==> src/rtl/bpx_pkg.sv <==
package bpx_pkg;

  // Maximum number of kept-word slots is 2**SLOT_IDX_W.
  localparam int SLOT_IDX_W = 3;

  typedef enum logic [1:0] {
    CS_IDLE,
    CS_HUNT,
    CS_DATA,
    CS_HOLD
  } ctrlState_e;

  // Strobes from the sequencer to the datapath.
  typedef struct packed {
    logic                  lineClr;    // new line: clear start shifter and working bank
    logic                  huntShift;  // shift a half-cell into the start shifter
    logic                  halfA;      // store first half-cell of a bit
    logic                  halfB;      // evaluate second half-cell of a bit
    logic                  capture;    // current word is a kept word
    logic [SLOT_IDX_W-1:0] slot;       // output slot of the current word
    logic                  commit;     // move line result to output bank
  } ctrlStrb_t;

endpackage

==> src/rtl/bpx_ctrl.sv <==
module bpx_ctrl
  import bpx_pkg::*;
#(
  parameter int NUM_WORDS   = 15,
  parameter int WORD_BITS   = 8,
  parameter int GROUP_FIRST = 11,
  parameter int GROUP_LEN   = 4,
  parameter int SOLO_WORD   = 5
) (
  input  logic      clk,
  input  logic      rstN,
  input  logic      halfEn,
  input  logic      lineSel,
  input  logic      firstField,
  input  logic      startHit,
  output ctrlStrb_t strb,
  output logic      done
);

  localparam int BIT_CW    = (WORD_BITS > 1) ? $clog2(WORD_BITS) : 1;
  localparam int WORD_CW   = $clog2(NUM_WORDS + 1);
  localparam int LAST_WORD = GROUP_FIRST + GROUP_LEN - 1;

  localparam logic [BIT_CW-1:0]  BIT_LAST = BIT_CW'(WORD_BITS - 1);
  localparam logic [WORD_CW-1:0] W_LAST   = WORD_CW'(LAST_WORD);
  localparam logic [WORD_CW-1:0] W_GFIRST = WORD_CW'(GROUP_FIRST);
  localparam logic [WORD_CW-1:0] W_GEND   = WORD_CW'(GROUP_FIRST + GROUP_LEN);
  localparam logic [WORD_CW-1:0] W_SOLO   = WORD_CW'(SOLO_WORD);
  localparam logic [WORD_CW-1:0] W_ONE    = WORD_CW'(1);

  ctrlState_e          state, nextState;
  logic                phase;
  logic [BIT_CW-1:0]   bitCnt;
  logic [WORD_CW-1:0]  wordNo;
  logic                finish, finishQ, doneR;
  logic                active, inGroup, isSolo, lastBit;
  logic [WORD_CW-1:0]  grpOff;
  logic [SLOT_IDX_W-1:0] slotSel;

  always_comb begin
    active  = lineSel & firstField;
    inGroup = (wordNo >= W_GFIRST) && (wordNo < W_GEND);
    isSolo  = (wordNo == W_SOLO);
    lastBit = (bitCnt == BIT_LAST);
    grpOff  = wordNo - W_GFIRST;
    slotSel = isSolo ? SLOT_IDX_W'(GROUP_LEN) : SLOT_IDX_W'(grpOff);
  end

  always_comb begin
    nextState = state;
    finish    = 1'b0;
    strb      = '0;
    strb.slot   = slotSel;
    strb.commit = finishQ;
    unique case (state)
      CS_IDLE: begin
        if (active) begin
          nextState    = CS_HUNT;
          strb.lineClr = 1'b1;
        end
      end
      CS_HUNT: begin
        if (!active) begin
          nextState = CS_IDLE;
        end else if (halfEn) begin
          strb.huntShift = 1'b1;
          if (startHit) nextState = CS_DATA;
        end
      end
      CS_DATA: begin
        if (!active) begin
          nextState = CS_IDLE;
        end else if (halfEn) begin
          if (!phase) begin
            strb.halfA = 1'b1;
          end else begin
            strb.halfB   = 1'b1;
            strb.capture = inGroup | isSolo;
            if (lastBit && (wordNo == W_LAST)) begin
              finish    = 1'b1;
              nextState = CS_HOLD;
            end
          end
        end
      end
      CS_HOLD: begin
        if (!active) nextState = CS_IDLE;
      end
      default: nextState = CS_IDLE;
    endcase
  end

  always_ff @(posedge clk or negedge rstN) begin
    if (!rstN) begin
      state   <= CS_IDLE;
      phase   <= 1'b0;
      bitCnt  <= '0;
      wordNo  <= W_ONE;
      finishQ <= 1'b0;
      doneR   <= 1'b0;
    end else begin
      state   <= nextState;
      finishQ <= finish;
      doneR   <= finishQ;
      if (strb.huntShift) begin
        phase  <= 1'b0;
        bitCnt <= '0;
        wordNo <= W_ONE;
      end else if (strb.halfA) begin
        phase <= 1'b1;
      end else if (strb.halfB) begin
        phase <= 1'b0;
        if (lastBit) begin
          bitCnt <= '0;
          wordNo <= wordNo + W_ONE;
        end else begin
          bitCnt <= bitCnt + BIT_CW'(1);
        end
      end
    end
  end

  assign done = doneR;

endmodule

==> src/rtl/bpx_dpath.sv <==
module bpx_dpath
  import bpx_pkg::*;
#(
  parameter int WORD_BITS = 8,
  parameter int SLOTS     = 5,
  parameter int START_LEN = 16,
  parameter logic [START_LEN-1:0] START_PAT = '0
) (
  input  logic                       clk,
  input  logic                       rstN,
  input  logic                       serIn,
  input  logic                       halfEn,
  input  ctrlStrb_t                  strb,
  output logic                       startHit,
  output logic [SLOTS*WORD_BITS-1:0] wordOut,
  output logic                       err
);

  localparam int OUT_W = SLOTS * WORD_BITS;

  logic [START_LEN-1:0] startShift, startNext;
  logic                 firstHalf;
  logic                 lineErr;
  logic                 violation;
  logic [OUT_W-1:0]     workBank;
  logic [OUT_W-1:0]     outBank;
  logic                 errR;

  always_comb begin
    startNext = {startShift[START_LEN-2:0], serIn};
    startHit  = halfEn && (startNext == START_PAT);
    violation = strb.halfB && (firstHalf == serIn);
  end

  always_ff @(posedge clk or negedge rstN) begin
    if (!rstN) begin
      startShift <= '0;
      firstHalf  <= 1'b0;
      lineErr    <= 1'b0;
    end else begin
      if (strb.lineClr)        startShift <= '0;
      else if (strb.huntShift) startShift <= startNext;
      if (strb.halfA) firstHalf <= serIn;
      if (strb.lineClr)                         lineErr <= 1'b0;
      else if (violation && strb.capture)       lineErr <= 1'b1;
    end
  end

  // One shift register per kept word; first bit received ends at bit 0.
  for (genvar s = 0; s < SLOTS; s++) begin : g_slot
    logic [WORD_BITS-1:0] slotReg;
    always_ff @(posedge clk or negedge rstN) begin
      if (!rstN) begin
        slotReg <= '0;
      end else if (strb.lineClr) begin
        slotReg <= '0;
      end else if (strb.capture && (strb.slot == SLOT_IDX_W'(s))) begin
        if (WORD_BITS > 1) slotReg <= {firstHalf, slotReg[WORD_BITS-1:1]};
        else               slotReg <= firstHalf;
      end
    end
    assign workBank[s*WORD_BITS +: WORD_BITS] = slotReg;
  end

  always_ff @(posedge clk or negedge rstN) begin
    if (!rstN) begin
      outBank <= '1;
      errR    <= 1'b0;
    end else if (strb.commit) begin
      errR <= lineErr;
      if (!lineErr) outBank <= workBank;
    end
  end

  assign wordOut = outBank;
  assign err     = errR;

endmodule

==> src/rtl/biphase_word_extract.sv <==
module biphase_word_extract
  import bpx_pkg::*;
#(
  parameter int NUM_WORDS   = 15,
  parameter int WORD_BITS   = 8,
  parameter int GROUP_FIRST = 11,
  parameter int GROUP_LEN   = 4,
  parameter int SOLO_WORD   = 5,
  parameter int START_LEN   = 16,
  parameter logic [START_LEN-1:0] START_PAT = 16'b1001_1010_1100_0101
) (
  input  logic                               clk,
  input  logic                               rstN,
  input  logic                               halfEn,
  input  logic                               serIn,
  input  logic                               lineSel,
  input  logic                               firstField,
  output logic [(GROUP_LEN+1)*WORD_BITS-1:0] wordOut,
  output logic                               done,
  output logic                               err
);

  localparam int SLOTS = GROUP_LEN + 1;

  ctrlStrb_t strb;
  logic      startHit;

  bpx_ctrl #(
    .NUM_WORDS  (NUM_WORDS),
    .WORD_BITS  (WORD_BITS),
    .GROUP_FIRST(GROUP_FIRST),
    .GROUP_LEN  (GROUP_LEN),
    .SOLO_WORD  (SOLO_WORD)
  ) i_ctrl (
    .clk       (clk),
    .rstN      (rstN),
    .halfEn    (halfEn),
    .lineSel   (lineSel),
    .firstField(firstField),
    .startHit  (startHit),
    .strb      (strb),
    .done      (done)
  );

  bpx_dpath #(
    .WORD_BITS(WORD_BITS),
    .SLOTS    (SLOTS),
    .START_LEN(START_LEN),
    .START_PAT(START_PAT)
  ) i_dpath (
    .clk     (clk),
    .rstN    (rstN),
    .serIn   (serIn),
    .halfEn  (halfEn),
    .strb    (strb),
    .startHit(startHit),
    .wordOut (wordOut),
    .err     (err)
  );

endmodule

==> config.mk <==
export PLATFORM = sky130hd
export DESIGN_NAME = biphase_word_extract
export DESIGN_NICKNAME = d
export VERILOG_FILES = /design/src/rtl/bpx_pkg.sv /design/src/rtl/bpx_ctrl.sv /design/src/rtl/bpx_dpath.sv /design/src/rtl/biphase_word_extract.sv
export SDC_FILE = /design/constraint.sdc
export NUM_CORES = 1
export LEC_CHECK = 0
export ABC_AREA = 1
export BUFFER_PORTS_ARGS = -buffer_cell sky130_fd_sc_hd__buf_2
export CORE_ASPECT_RATIO = 0.5
export CORE_MARGIN = 5
export CORE_UTILIZATION = 30
export DETAILED_ROUTE_END_ITERATION = 8
export RECOVER_POWER = 25
export SKIP_CTS_REPAIR_TIMING = 1
export SLEW_MARGIN = 20
export SYNTH_ARGS = -nofsm -noshare
export SYNTH_HDL_FRONTEND = slang
export SYNTH_SLANG_ARGS = --single-unit
==> constraint.sdc <==
create_clock -name clk -period 2.7 [get_ports clk]
set_clock_uncertainty 0.15 [all_clocks]
set_input_delay 0.135 -clock clk [delete_from_list [all_inputs] [get_ports clk]]
set_output_delay 0.135 -clock clk [all_outputs]
set_load 0.01 [all_outputs]
Word level (Yosys, flattened, before mapping)
Index checks and enable logic that the tools add are counted.
{ "classes": {"n_addsub": 3, "mul": 0, "div": 0, "n_lt_le_gt_ge": 2, "eq_ne": 20, "shift": 0, "muxes": 51, "bitwise": 3, "n_reduce_logical": 26} }
{ "op_table": {"columns": ["op", "count"], "rows": [
  ["two-way mux 8 bit", 10],
  ["two-way mux 15 bit", 2],
  ["two-way mux 3 bit", 8],
  ["two-way mux 2 bit", 10],
  ["nonzero test 2 bit", 9],
  ["equality test 16 bit, second input constant", 1],
  ["two-way mux 1 bit", 16],
  ["two-way mux 4 bit", 4],
  ["logical AND 1 bit", 10],
  ["!= test 3 bit, second input constant", 3],
  ["one-hot mux 2 bit (4 select lines)", 1],
  ["AND reduction 7 bit", 1],
  ["equality test 3 x 2 -> 1 bit, second input constant", 2],
  ["equality test 3 bit, second input constant", 2],
  ["!= test 3 x 2 -> 1 bit, second input constant", 2],
  ["adder 4 x 1 -> 4 bit, second input constant", 1],
  ["equality test 2 bit, second input constant", 2],
  ["equality test 4 x 3 -> 1 bit, second input constant", 1],
  ["equality test 4 bit, second input constant", 1],
  ["greater-or-equal comparator 4 bit, second input constant", 1],
  ["< comparator 4 bit, second input constant", 1],
  ["!= test 2 x 1 -> 1 bit, second input constant", 2],
  ["AND reduction 2 bit", 2],
  ["adder 3 x 1 -> 3 bit, second input constant", 1],
  ["other kinds (12)", 12]
]} }
{ "totals": {"ff_bits": 110, "latch_bits": 0, "ramBits": 0, "rom_bits": 0, "output_inout_bits": 42, "mem_count": 0} }

Depth between registers and ports, before layout
Gate-level depths: netlist (run 1).
{ "depth": {"word_depth": 11, "ltp_mapped": 12, "depth_no_buf": 12} }

Cells and area by module
A second synthesis (run 1) with hierarchy kept.
{ "unflattened": {"hier_cells": 577, "area_unflattened_um2": 4982.3} }
{ "modules_own_cells": {"columns": ["mod", "instances", "cells_per_inst", "area_per_inst_um2", "seq_area_each_um2"], "rows": [
  ["bpx_dpath", 1, 468, 4179.0, 2502.4],
  ["bpx_ctrl", 1, 109, 803.3, 301.5]
]} }

Least setup slack after synthesis (run 1)
Ideal clock, no wire load.
{ "synth_path": {"path_kind": "register to register", "startpoint": "reg i_ctrl.wordNo[0]", "endpoint": "reg i_dpath.g_slot[0].slotReg[0]", "arrival_ns": 1.696, "t_required_ns": 2.434, "setup_slack_ns": 0.738, "path_stages_with_launch": 9, "path_cell_list": "dfstp_2 -> inv_1 -> ha_1 -> nor3_1 -> nand3_1 -> nor2_8 -> nor2_1 -> nand2_1 -> nand2_1"} }
{ "synth_via": {"elab_chain_len": 9, "elab_cells_between_ends": 14, "cone_classes": "1 x add/sub; 2 x order compare; 1 x eq/ne; 5 x mux; 1 x bitwise; 4 x reduce/logical"} }
{ "synth_lines": {"columns": ["element", "line_no", "rtl"], "rows": [
  ["from (decl)", "bpx_ctrl.sv:34", "logic [WORD_CW-1:0] wordNo;"],
  ["from (signal assigned)", "bpx_ctrl.sv:115", "wordNo <= wordNo + W_ONE;"],
  ["greater-or-equal comparator 4 bit / < comparator 4 bit (equally long branches)", "bpx_ctrl.sv:42", "inGroup = (wordNo >= W_GFIRST) && (wordNo < W_GEND);"],
  ["logical AND 1 bit", "bpx_ctrl.sv:42", null],
  ["OR 1 bit", "bpx_ctrl.sv:78", "strb.capture = inGroup | isSolo;"],
  ["two-way mux 2 bit", "bpx_ctrl.sv:74", "if (!phase) begin"],
  ["two-way mux 3 bit", "bpx_ctrl.sv:73", "end else if (halfEn) begin"],
  ["two-way mux 3 bit", "bpx_ctrl.sv:71", "if (!active) begin"],
  ["two-way mux 3 bit", "bpx_ctrl.sv:55", "unique case (state)"],
  ["logical AND 1 bit *", "bpx_dpath.sv:57", "end else if (strb.capture && (strb.slot == SLOT_IDX_W'(s))) begin"],
  ["nonzero test 2 bit (no line) *", null, null],
  ["to (signal assigned)", "bpx_dpath.sv:58", "if (WORD_BITS > 1) slotReg <= {firstHalf, slotReg[WORD_BITS-1:1]};"],
  ["to (signal assigned)", "bpx_dpath.sv:59", "else slotReg <= firstHalf;"],
  ["to (decl)", "bpx_dpath.sv:51", "logic [WORD_BITS-1:0] slotReg;"]
]} }
Every way passes the cells marked *; elsewhere a longest branch is shown, timed or not.
A chain may end at the register's enable or synchronous reset.

Final worst setup path (run 1)
Same ends and word-level chain as after synthesis.

==> flow_summary.json, run 1 <==
{
  "yosys_warnings": 0,
  "drc": 0,
  "crit_slowest_cell": "dfstp_2",
  "core_um2": 16200,
  "path_clk_slew_ns": 0.07,
  "worstReg2RegStart": "i_ctrl.wordNo[0]",
  "wl_met3_um": 261,
  "dp_hpwl_um": 7110,
  "ios": 48,
  "async_flop_share_pct": 100,
  "holdWs_ns": 0.0294,
  "worstPathCellList": "inv_1 > ha_1 > nor3_1 > nand3_1 > nor2_8 > nor2_1 > nand2_1 > nand2_1",
  "grt_pass1_wl_um": 17400,
  "holdCritPathClass": "primary input to flip-flop",
  "cts_buffers": 9,
  "drt-pass1-iter-count": 4,
  "syn_inst": 563,
  "finalPower_mw": 3.86,
  "fin_crit_sh_pct": 79.8,
  "antenna_found_initial": 0,
  "cts_buffer_depth": 2,
  "tns_ns": 0,
  "cp-start-kind": "flip-flop",
  "gp_congestion": 0.773,
  "worstPathMaxFanout": 10,
  "n_fill_cell": 1677,
  "port_buffers": 47,
  "hold_violations": 0,
  "fin_crit_ns": 2.15,
  "ant_nets": 0,
  "drt_iter0_drc": 195,
  "row_count": 33,
  "netlist_area_um2": 4910,
  "dieArea_um2": 19200,
  "yosys.cell_types.count": 35,
  "grt_usage_pct": 11.2,
  "met1_length_um": 4970,
  "crit_type": "flip-flop to flip-flop",
  "seqCellArea_um2": 2800,
  "critPathCaptureType": "flip-flop",
  "avgSynthCellArea_um2": 8.71,
  "fmax_ghz": 0.464,
  "multi_input_area_um2": 1740,
  "crit_required_ns": 2.80,
  "clk-insertion-delay-late_ns": 0.35,
  "synth_flop_cell": "dfrtp_1",
  "slowest_delay_ns": 0.57,
  "pre_cts_ws_ns": 0.539,
  "rsz0062_at_grt": "false",
  "maxUsedRoutingLayer": "met4",
  "hp-start": "halfEn",
  "htreeDepth": 3,
  "setup_viol": 0,
  "dp_cells": 829,
  "status": "completed",
  "gr-total-overflow": 0,
  "layout.nets": 627,
  "cp.arrival_ns": 2.25,
  "die_x_um": 191,
  "synth.area.top_cells": "dfrtp_1 35%, dfstp_2 22%, nand2_1 12%",
  "vdd_drop_max_mv": 0.387,
  "maxCapViolCount": 0,
  "drive_above_1_share_pct": 19.8,
  "initial_core_util_pct": 30.2,
  "holdPathStages": 3,
  "vias": 3629,
  "critPathMostFrequentCell": "nand2_1",
  "slew_violations": 0,
  "reg2reg_depth": 8,
  "drt_wl_total_um": 10100,
  "syn-num-nets": 575,
  "ys_seq_elements": 110,
  "root_buffer": "clkbuf_16",
  "synth_top_area_share_pct": 35.2,
  "timing.rr.end": "i_dpath.g_slot[0].slotReg[0]",
  "synth_edf_count": 0,
  "vias_per_cell": 4.28,
  "cts_sinks": 110,
  "wl_per_cell_um": 11.9,
  "seq_area_frac_synth_pct": 57.2,
  "rrSetupSlack_ns": 0.55,
  "layout.cells.non_filler": 847,
  "syn_to_final_growth_pct": 16.5,
  "p_leak_nw": 2.78,
  "cts_tree": "yes",
  "power_density_nw_per_um2": 676,
  "tightest_slew_ns": 1.35,
  "grt_pass1_vias": 3547,
  "hold_end": "i_dpath.firstHalf",
  "slew_headroom_pct": 10.0,
  "fp.dieH_um": 100,
  "fin_ws_ns": 0.546,
  "yosysTopAreaCell": "dfrtp_1",
  "wl_met2_um": 4690,
  "grt_max_degree": 54,
  "n_antenna_cell": 0
}
layer usage:
layer / vias to the layer above / GRT usage [%]
met1: 1709 / 14.8
met2: 40 / 18.4
met5: - / 0
li1: 1868 / -
met4: 0 / 3.59
met3: 12 / 2.85
cell type report:
class / count / share of cell area (%)
sequential: 110 / 49.0
multi-input combinational: 366 / 30.5
timing repair buffer: 57 / 5.54
tap: 227 / 4.97
inverter: 71 / 4.88
clock buffer: 12 / 4.14
clock inverter: 4 / 0.963
state kept, by name (all words and copies together) (netlist names):
signal,count
i_dpath.err,1
i_dpath.startShift,15
i_ctrl.done,1
i_ctrl.phase,1
i_dpath.wordOut,40
i_ctrl.state,2
i_dpath.lineErr,1
i_ctrl.wordNo,4
i_ctrl.finishQ,1
i_dpath.g_slot.slotReg,40
i_dpath.firstHalf,1
i_ctrl.bitCnt,3
critical path, delay by kind of cell (launching register included):
kind	cells	cell delay, ns
AND/OR/NAND/NOR	6	0.96
buffers and inverters	1	0.10
adder cells (fa/ha/maj)	1	0.28
flip-flops	1	0.57
cells by family after synthesis:
family | count (synthesis) | synth area share (%)
AOI/OAI and AO/OA | 68 | 7.27
xor gates and xnor gates | 2 | 0.357
adders and majority gates | 6 | 1.53
buffers and inverters | 87 | 7.34
DFF | 110 | 57.2
and+or+nand+nor | 290 | 26.3
placed cells by master (no fill, tap or decap), types with 8 or more instances in the layout:
cell and n:
nand2_1 163, dfrtp_1 69, inv_1 62, nor2_1 61
o21ai_0 53, dfstp_2 41, buf_2 40, nand3_1 36
clkbuf_1 10, clkbuf_16 9, nor3_1 8, nand4_1 8
cell usage after synthesis, types with 2 or more instances:
master and instances:
a21oi_1 7, buf_1 3, buf_2 4, clkbuf_1 6
dfrtp_1 69, dfstp_2 41, ha_1 6, inv_1 63
inv_2 6, nand2_1 163, nand2_2 3, nand2_4 2
nand3_1 36, nand3_4 2, nand4_1 8, nor2_1 61
nor2_8 2, nor3_1 8, o21ai_0 53, o31ai_1 5
where the power goes:
| group | internal (mW) | switching, mW |
|---|---|---|
| registers | 1.75 | 0.0928 |
| clock network | 0.729 | 0.603 |
| logic | 0.176 | 0.510 |
worst max-delay path by stage:
stage	from	end	slack [ns]	cells past startpoint
3_3_place_gp	i_ctrl.wordNo[0]	i_dpath.g_slot[0].slotReg[0]	0.59	8
2_1_floorplan	i_ctrl.wordNo[0]	i_dpath.g_slot[0].slotReg[0]	0.74	8
5_1_grt	i_ctrl.wordNo[0]	i_dpath.g_slot[0].slotReg[0]	0.39	8
3_5_place_dp	i_ctrl.wordNo[0]	i_dpath.g_slot[0].slotReg[0]	0.54	8
6_report	i_ctrl.wordNo[0]	i_dpath.g_slot[0].slotReg[0]	0.55	8
4_1_cts	i_ctrl.wordNo[0]	i_dpath.g_slot[0].slotReg[0]	0.55	8
stage by stage:
| step | utilization [%] | cell area, µm² |
|---|---|---|
| 3_3_place_gp | 33.4 | 5420 |
| 3_5_place_dp | 33.4 | 5420 |
| 4_1_cts | 35.2 | 5710 |
| 6_report | 35.2 | 5720 |
| 5_1_grt | 35.2 | 5720 |
| 2_1_floorplan | - | 4910 |
Note: power is estimated with default switching activity, not from simulation.
==> run 2, diff against run 1 <==
Clock period 2.7 ns to 2.2 ns, I/O delays scaled along.
==> flow_summary.json, run 2 (synthesized netlist as in run 1, its figures left out) <==
{
  "drt_wl_total_um": 9890,
  "layout_commonest_cell": "nand2_1",
  "initial_core_util_pct": 30.2,
  "drive_above_1_share_pct": 21.5,
  "cts_sinks": 110,
  "seqCellArea_um2": 2800,
  "status": "finished with violations",
  "syn_to_final_growth_pct": 17.6,
  "holdCritPathClass": "primary input to flip-flop",
  "wl_per_cell_um": 11.6,
  "antenna_found_initial": 0,
  "slew_headroom_pct": 2.20,
  "tightest_slew_ns": 1.47,
  "vdd_drop_max_mv": 0.360,
  "fin_crit_ns": 2.01,
  "path_clk_slew_ns": 0.07,
  "worstPathMaxFanout": 18,
  "cp.arrival_ns": 2.10,
  "n_antenna_cell": 0,
  "final_cell_mix": "163 x nand2_1, 69 x dfrtp_1, 62 x inv_1",
  "drt-pass1-iter-count": 4,
  "vias": 3624,
  "drt_iter0_drc": 151,
  "dp_hpwl_um": 7040,
  "gp_congestion": 0.774,
  "ios": 48,
  "clk-insertion-delay-late_ns": 0.35,
  "placed_area_um2": 5450,
  "violations": "hold timing",
  "holdWs_ns": -0.0167,
  "gr-total-overflow": 0,
  "cts_buffer_depth": 2,
  "cts_tree": "yes",
  "crit_required_ns": 2.29,
  "fp.dieH_um": 100,
  "cp-start-kind": "flip-flop",
  "grt_pass1_wl_um": 17200,
  "drc": 0,
  "fin_area_um2": 5770,
  "grt_usage_pct": 11.0,
  "layout.nets": 629,
  "ant_nets": 0,
  "hold_violations": 2,
  "die_x_um": 191,
  "maxCapViolCount": 0,
  "dieArea_um2": 19200,
  "finalPower_mw": 4.82,
  "multi_input_area_um2": 1750,
  "root_buffer": "clkbuf_16",
  "fmax_ghz": 0.498,
  "row_count": 33,
  "cts_buffers": 9,
  "setup_viol": 0,
  "grt_max_degree": 49,
  "crit_type": "flip-flop to flip-flop",
  "n_fill_cell": 1629,
  "power_density_nw_per_um2": 835,
  "slew_violations": 0,
  "rsz0062_at_grt": "false",
  "critPathCaptureType": "flip-flop",
  "tns_ns": 0,
  "core_um2": 16200,
  "fin_crit_sh_pct": 91.2,
  "htreeDepth": 3,
  "grt_pass1_vias": 3548,
  "vias_per_cell": 4.27,
  "port_buffers": 47,
  "p_leak_nw": 2.83
}
run 2: layout make-up:
cell class | instances | area share (%)
Sequential cell | 110 | 48.6
Multi-Input combinational cell | 366 | 30.4
Timing Repair Buffer | 59 | 5.98
Tap cell | 227 | 4.92
Inverter | 71 | 4.84
Clock buffer | 11 | 4.21
Clock inverter | 5 | 1.11
run 2: worst paths after layout:
kind,from,to,cells after the start,slack [ns]
setup reg to reg,i_ctrl.wordNo[0],i_dpath.g_slot[2].slotReg[7],10,0.19
hold / removal,halfEn,i_dpath.firstHalf,3,-0.02
max in group asynchronous,rstN,i_dpath.wordOut[1],3,0.29
setup / recovery,i_ctrl.wordNo[0],i_dpath.g_slot[2].slotReg[7],10,0.19
min in group asynchronous,rstN,i_dpath.g_slot[4].slotReg[2],2,0.49
hold reg to reg,i_ctrl.finishQ,i_ctrl.done,0,0.29
run 2: where the power goes:
group | total, mW | leakage, nW | switching, mW | internal [mW]
registers | 2.26 | 1.37 | 0.106 | 2.15
logic | 0.878 | 1.30 | 0.633 | 0.245
clock network | 1.68 | 0.152 | 0.753 | 0.928
run 2: metrics by stage:
| stage | std cells | utilization, % | setup slack [ns] |
|---|---|---|---|
| 6_report | 849 | 35.6 | 0.193 |
| 3_5_place_dp | 831 | 33.6 | 0.143 |
| 3_3_place_gp | 831 | 33.6 | 0.196 |
| 4_1_cts | 847 | 35.5 | 0.140 |
| 5_1_grt | 849 | 35.6 | 0.00854 |
| 2_1_floorplan | 563 | - | 0.238 |
run 2: per-layer routing:
layer  track usage [%]  routed length (µm)  up-vias
li1                  -                   -     1879
met5                 0                   0        -
met1              14.7                4930     1693
met2              17.9                4550       44
met4              3.25                 136        0
met3              2.85                 273        8
run 2: critical path: stages (launching register included):
cell,delay (ns)
dfstp_2,0.57
ha_1,0.20
nand2_1,0.07
inv_2,0.07
nand2_1,0.09
nand2_1,0.23
nand2_8,0.13
clkinv_8,0.12
nand3_4,0.12
nand2_1,0.09
nand2_1,0.05
